`src/rtl/frame_drop_pkg.sv`:
```
package frame_drop_pkg;
    localparam int unsigned DATA_W      = 32;
    localparam int unsigned BE_W        = DATA_W / 8;
    localparam int unsigned MISS_CNT_W  = 16;
    localparam int unsigned FIFO_CNT_W  = 11;
    localparam int unsigned REG_ADDR_W  = 13;
    localparam logic [REG_ADDR_W-1:0] STAT_OFFSET = 13'h1020;
    localparam int unsigned MISS_LANE   = 0;
    localparam int unsigned FIFO_LANE   = 2;

    typedef enum logic [1:0] {
        ACC_IDLE  = 2'd0,
        ACC_HIT   = 2'd1,
        ACC_MISS  = 2'd2,
        ACC_WRITE = 2'd3
    } acc_kind_e;
endpackage

```
`src/rtl/drop_counter.sv`:
```
module drop_counter #(
    parameter int unsigned CNT_W = 16
) (
    input  logic             clk,
    input  logic             rst_n,
    input  logic             inc_i,
    input  logic             clr_i,
    output logic [CNT_W-1:0] cnt_o,
    output logic             ovf_o
);
    localparam logic [CNT_W-1:0] CNT_MAX = {CNT_W{1'b1}};
    localparam logic [CNT_W-1:0] CNT_ONE = {{(CNT_W-1){1'b0}}, 1'b1};

    typedef struct packed {
        logic [CNT_W-1:0] cnt;
        logic             ovf;
    } cnt_state_t;

    cnt_state_t st_d, st_q;

    always_comb begin
        st_d = st_q;
        if (clr_i) begin
            // clear takes priority, but an event in the same cycle survives
            st_d.cnt = inc_i ? CNT_ONE : '0;
            st_d.ovf = 1'b0;
        end else if (inc_i) begin
            st_d.cnt = st_q.cnt + CNT_ONE;
            if (st_q.cnt == CNT_MAX) begin
                st_d.ovf = 1'b1;
            end
        end
    end

    always_ff @(posedge clk or negedge rst_n) begin
        if (!rst_n) begin
            st_q <= '0;
        end else begin
            st_q <= st_d;
        end
    end

    assign cnt_o = st_q.cnt;
    assign ovf_o = st_q.ovf;
endmodule

```
`src/rtl/stat_read_port.sv`:
```
module stat_read_port
    import frame_drop_pkg::*;
#(
    parameter int unsigned ADDR_W    = REG_ADDR_W,
    parameter logic [ADDR_W-1:0] OFFSET = STAT_OFFSET,
    parameter int unsigned MISS_W    = MISS_CNT_W,
    parameter int unsigned FIFO_W    = FIFO_CNT_W,
    parameter int unsigned MISS_CLR  = MISS_LANE,
    parameter int unsigned FIFO_CLR  = FIFO_LANE
) (
    input  logic              clk,
    input  logic              rst_n,
    input  logic              rd_en_i,
    input  logic              wr_en_i,
    input  logic [ADDR_W-1:0] addr_i,
    input  logic [BE_W-1:0]   be_i,
    input  logic [MISS_W-1:0] miss_cnt_i,
    input  logic              miss_ovf_i,
    input  logic [FIFO_W-1:0] fifo_cnt_i,
    input  logic              fifo_ovf_i,
    output logic              clr_miss_o,
    output logic              clr_fifo_o,
    output logic [DATA_W-1:0] rdata_o
);
    localparam int unsigned MISS_LSB  = 0;
    localparam int unsigned MISS_FLAG = MISS_LSB + MISS_W;
    localparam int unsigned FIFO_LSB  = MISS_FLAG + 1;
    localparam int unsigned FIFO_FLAG = FIFO_LSB + FIFO_W;
    localparam int unsigned USED_W    = FIFO_FLAG + 1;

    typedef struct packed {
        logic [DATA_W-1:0] rdata;
    } rd_state_t;

    rd_state_t  rs_d, rs_q;
    acc_kind_e  kind;
    logic [DATA_W-1:0] word;

    always_comb begin
        kind = ACC_IDLE;
        if (wr_en_i) begin
            kind = ACC_WRITE;
        end else if (rd_en_i) begin
            kind = (addr_i == OFFSET) ? ACC_HIT : ACC_MISS;
        end
    end

    always_comb begin
        word = '0;
        word[MISS_LSB +: MISS_W] = miss_cnt_i;
        word[MISS_FLAG]          = miss_ovf_i;
        word[FIFO_LSB +: FIFO_W] = fifo_cnt_i;
        word[FIFO_FLAG]          = fifo_ovf_i;
    end

    always_comb begin
        rs_d       = rs_q;
        clr_miss_o = 1'b0;
        clr_fifo_o = 1'b0;
        case (kind)
            ACC_HIT: begin
                rs_d.rdata = word;
                clr_miss_o = be_i[MISS_CLR];
                clr_fifo_o = be_i[FIFO_CLR];
            end
            ACC_MISS: begin
                rs_d.rdata = '0;
            end
            default: ;
        endcase
    end

    always_ff @(posedge clk or negedge rst_n) begin
        if (!rst_n) begin
            rs_q <= '0;
        end else begin
            rs_q <= rs_d;
        end
    end

    generate
        if (USED_W < DATA_W) begin : g_pad
            assign rdata_o = {{(DATA_W-USED_W){1'b0}}, rs_q.rdata[USED_W-1:0]};
        end else begin : g_full
            assign rdata_o = rs_q.rdata;
        end
    endgenerate
endmodule

```
`src/rtl/frame_drop_stat.sv`:
```
module frame_drop_stat
    import frame_drop_pkg::*;
#(
    parameter int unsigned ADDR_W = REG_ADDR_W,
    parameter int unsigned MISS_W = MISS_CNT_W,
    parameter int unsigned FIFO_W = FIFO_CNT_W
) (
    input  logic              clk,
    input  logic              rst_n,
    input  logic              nobuf_drop_i,
    input  logic              fifo_drop_i,
    input  logic              rd_en_i,
    input  logic              wr_en_i,
    input  logic [ADDR_W-1:0] addr_i,
    input  logic [BE_W-1:0]   be_i,
    output logic [DATA_W-1:0] rdata_o
);
    logic [MISS_W-1:0] miss_cnt;
    logic [FIFO_W-1:0] fifo_cnt;
    logic              miss_ovf;
    logic              fifo_ovf;
    logic              clr_miss;
    logic              clr_fifo;

    drop_counter #(.CNT_W(MISS_W)) u_miss (
        .clk   (clk),
        .rst_n (rst_n),
        .inc_i (nobuf_drop_i),
        .clr_i (clr_miss),
        .cnt_o (miss_cnt),
        .ovf_o (miss_ovf)
    );

    drop_counter #(.CNT_W(FIFO_W)) u_fifo (
        .clk   (clk),
        .rst_n (rst_n),
        .inc_i (fifo_drop_i),
        .clr_i (clr_fifo),
        .cnt_o (fifo_cnt),
        .ovf_o (fifo_ovf)
    );

    stat_read_port #(
        .ADDR_W (ADDR_W),
        .OFFSET (STAT_OFFSET[ADDR_W-1:0]),
        .MISS_W (MISS_W),
        .FIFO_W (FIFO_W)
    ) u_rd (
        .clk        (clk),
        .rst_n      (rst_n),
        .rd_en_i    (rd_en_i),
        .wr_en_i    (wr_en_i),
        .addr_i     (addr_i),
        .be_i       (be_i),
        .miss_cnt_i (miss_cnt),
        .miss_ovf_i (miss_ovf),
        .fifo_cnt_i (fifo_cnt),
        .fifo_ovf_i (fifo_ovf),
        .clr_miss_o (clr_miss),
        .clr_fifo_o (clr_fifo),
        .rdata_o    (rdata_o)
    );
endmodule

```
`config.mk`:
```
export PLATFORM = sky130hd
export DESIGN_NAME = frame_drop_stat
export DESIGN_NICKNAME = d
export VERILOG_FILES = /design/src/rtl/frame_drop_pkg.sv /design/src/rtl/drop_counter.sv /design/src/rtl/stat_read_port.sv /design/src/rtl/frame_drop_stat.sv
export SDC_FILE = /design/constraint.sdc
export NUM_CORES = 1
export LEC_CHECK = 0
export CAP_MARGIN = 20
export CORE_MARGIN = 4
export CORE_UTILIZATION = 50
export CTS_CLUSTER_DIAMETER = 80
export DETAILED_ROUTE_END_ITERATION = 8
export PLACE_DENSITY = 0.78
export SYNTH_ARGS = -nofsm -noshare
export SYNTH_HDL_FRONTEND = slang
export SYNTH_SLANG_ARGS = --single-unit
export TNS_END_PERCENT = 1
```
`constraint.sdc`:
```
create_clock -name clk -period 1.9 [get_ports clk]
set_input_delay 0.475 -clock clk [delete_from_list [all_inputs] [get_ports clk]]
set_output_delay 0.475 -clock clk [all_outputs]
set_load 0.03 [all_outputs]
```
==> reports/results.txt <==
DRC violations left = 0
IO buf count = 49
CP top delay family = buffers and inverters
final cell count without fillers = 345
Compound-Gate Fraction of Synth Area = 11.85%
synthesized area per cell = 11.96 um^2
LEAKAGE = 1.596 nW
Synth Area in XOR/XNOR = 8.367%
total inserted antenna cells = 0
setup bufs post-CTS = 0
setup violators final = 0
nets = 298
Seq/Total Area, Yosys = 57.77%
Rows = 25
layout cells sized above 1 = 14.03%
Total Wirelength = 5.085 mm
critical path data required time = 1.42 ns
Post-Route Skew = 0.003058 ns
DR WL/cell = 14.74 um
global-route wire length before repair = 8.694 mm
post-CTS sizing = 0
final instance area = 3390 um^2
Critical Path Source Type = flop
Seq cells post-synth = 58
critical setup path kind = reg -> out
Synth Instances = 210
Max-Cap Viols = 0
YS warnings = 0
detailed placement HPWL = 3.575 mm
worst skew pair latency = 0.33 ns
Die ar. = 6223 um^2
WP data arrival = 1.37 ns
Vias = 1,821
Hold Crit Class = in -> async
clock sinks = 58
post-synth cell types = 34
worst-path fanout max = 2
RSZ-0062 raised after global routing = no
Die W = 78.89 um
final hold violations = 0
clock buffer depth = 2
vias per cell = 5.278
# fillers = 332
Reg clk slew, reported paths = 0.06 ns
initial antenna violation count = 0
max frequency = 0.5413 GHz
mux cell area share after synthesis = 0.7968%
status = completed
final slew viol count = 0
Die Ht = 78.89 um
DRT iter0 DRCs = 84
gr ovfl total = 0
post-route minimum period = 1.847 ns
CP bufs+invs = 1
CTS root buf = clkbuf_8
number of global-route vias before repair = 1,862
Post-CTS Hold Fix Bufs = 0
GRT Resource Usage Total = 18.23%
largest family of logic cells by synthesized area = simple AND/OR/NAND/NOR gates
pwr dens = 987.8 nW/um^2
CP peak stage delay = 0.70 ns
starting density of the core = 52.50%
TritonRoute pass-1 iters = 4
adder-cell area share of the yosys netlist = 0.9960%
CTS tree = built
Core Footprint = 4786 um^2
final period utilization = 97.23%
gpl congestion = 0.8319
flop2flop setup slack = 0.42 ns
most frequent cells in the layout = dfrtp_1 (58), clkdlybuf4s50_1 (45), a22o_1 (29), nor2_1 (29), xnor2_1 (15)
Layout area overhead = 34.91%
Mapped Area = 2512 um^2
slowest CP cell = clkdlybuf4s50_1
Max IR drop VDD = 517.8 uV
I/O pin cnt = 55
dpl cell area = 3144 um^2
total CTS buffers = 9
CP Cell Sequence = clkdlybuf4s50_1
Worst Hold Slack = 0.08153 ns
most common cell after layout, fill and taps aside = dfrtp_1
Pwr Total = 3.348 mW
Placed Cells = 329
Simple-Gate Fraction of Synth Area = 16.33%
# H-tree levels = 3
pin count of the biggest net entering global routing = 30
Antenna Nets Post-Route = 0
CP endpoint kind = primary output
flip-flops by register name (all words and copies together) (netlist names):
name          cells
u_miss.ovf_o      1
u_miss.cnt_o     16
u_rd.rs_q        29
u_fifo.cnt_o     11
u_fifo.ovf_o      1
area by class of cell:
type | instances | area [um^2] | share of cell area [%]
sequential | 58 | 1451 | 42.82
multi-input combinational | 137 | 974.7 | 28.76
timing repair buffer | 64 | 630.6 | 18.60
clock buffer | 12 | 165.2 | 4.873
tap | 67 | 83.83 | 2.473
clock inverter | 4 | 72.57 | 2.141
inverter | 3 | 11.26 | 0.3322
routing by layer:
layer,vias up,global-route usage (%),wire (um)
li1,876,-,-
met1,883,22.72,2340
met2,54,28.61,2351
met3,8,5.556,300
met4,0,9.622,93
met5,-,0,0
cell usage after synthesis, drive strengths merged:
library cell | instances | area (um^2)
inv | 3 | 11.26
a21oi | 1 | 5.000
and3 | 1 | 6.260
a31o | 1 | 8.760
nand4 | 8 | 77.57
nand2 | 9 | 33.78
a31oi | 1 | 6.260
nor4b | 1 | 8.760
mux2i | 2 | 20.02
clkbuf | 3 | 11.26
dfrtp | 58 | 1451
a2bb2oi | 1 | 8.760
nor4bb | 1 | 10.01
ha | 2 | 25.02
nand3 | 4 | 20.02
nor2 | 30 | 115.1
xor2 | 9 | 78.83
a22o | 29 | 254.0
xnor2 | 15 | 131.4
nor3b | 1 | 7.510
buf | 11 | 71.32
conb | 1 | 3.750
and2 | 2 | 12.51
nand2b | 1 | 6.260
and4 | 3 | 26.28
a21boi | 2 | 15.01
nor4 | 5 | 61.31
nor3 | 5 | 25.02
worst paths after layout:
path | start | end | cells after the start
worst max register to register | u_miss.cnt_o[1] | u_miss.cnt_o[14] | 5
worst min register to register | u_miss.ovf_o | u_rd.rs_q[16] | 1
max in group asynchronous | rst_n | u_miss.cnt_o[3] | 2
min in group clk | u_miss.ovf_o | u_rd.rs_q[16] | 1
worst min-delay path | rst_n | u_rd.rs_q[1] | 1
worst max-delay path | u_rd.rs_q[2] | rdata_o[2] | 1
cell families (layout without fill, tap and decap cells):
family	after synthesis	in the layout
AND/OR/NAND/NOR	71	71
multiplexers	2	2
buffers and inverters	17	83
flip-flops	58	58
XOR/XNOR	24	24
adder cells (fa/ha/maj)	2	2
other	1	3
AO/OA/AOI/OAI	35	35
power by group:
group / leakage, nW / total [mW] / switching (mW) / internal [mW]
combinational: 0.700 / 0.440 / 0.226 / 0.214
clock: 0.119 / 1.31 / 0.468 / 0.843
sequential: 0.777 / 1.60 / 0.217 / 1.38
total: 1.60 / 3.35 / 0.912 / 2.44
stage by stage:
stage	TNS [ns]	utilization [%]	setup slack, ns
5_1_grt	0	70.82	0.006170
3_3_place_gp	-7.383	65.70	-0.1721
3_5_place_dp	-9.364	65.70	-0.2112
6_report	0	70.82	0.05263
2_1_floorplan	0	-	0.3341
4_1_cts	0	70.67	0.01844
Note: power is estimated with default switching activity, not from simulation.
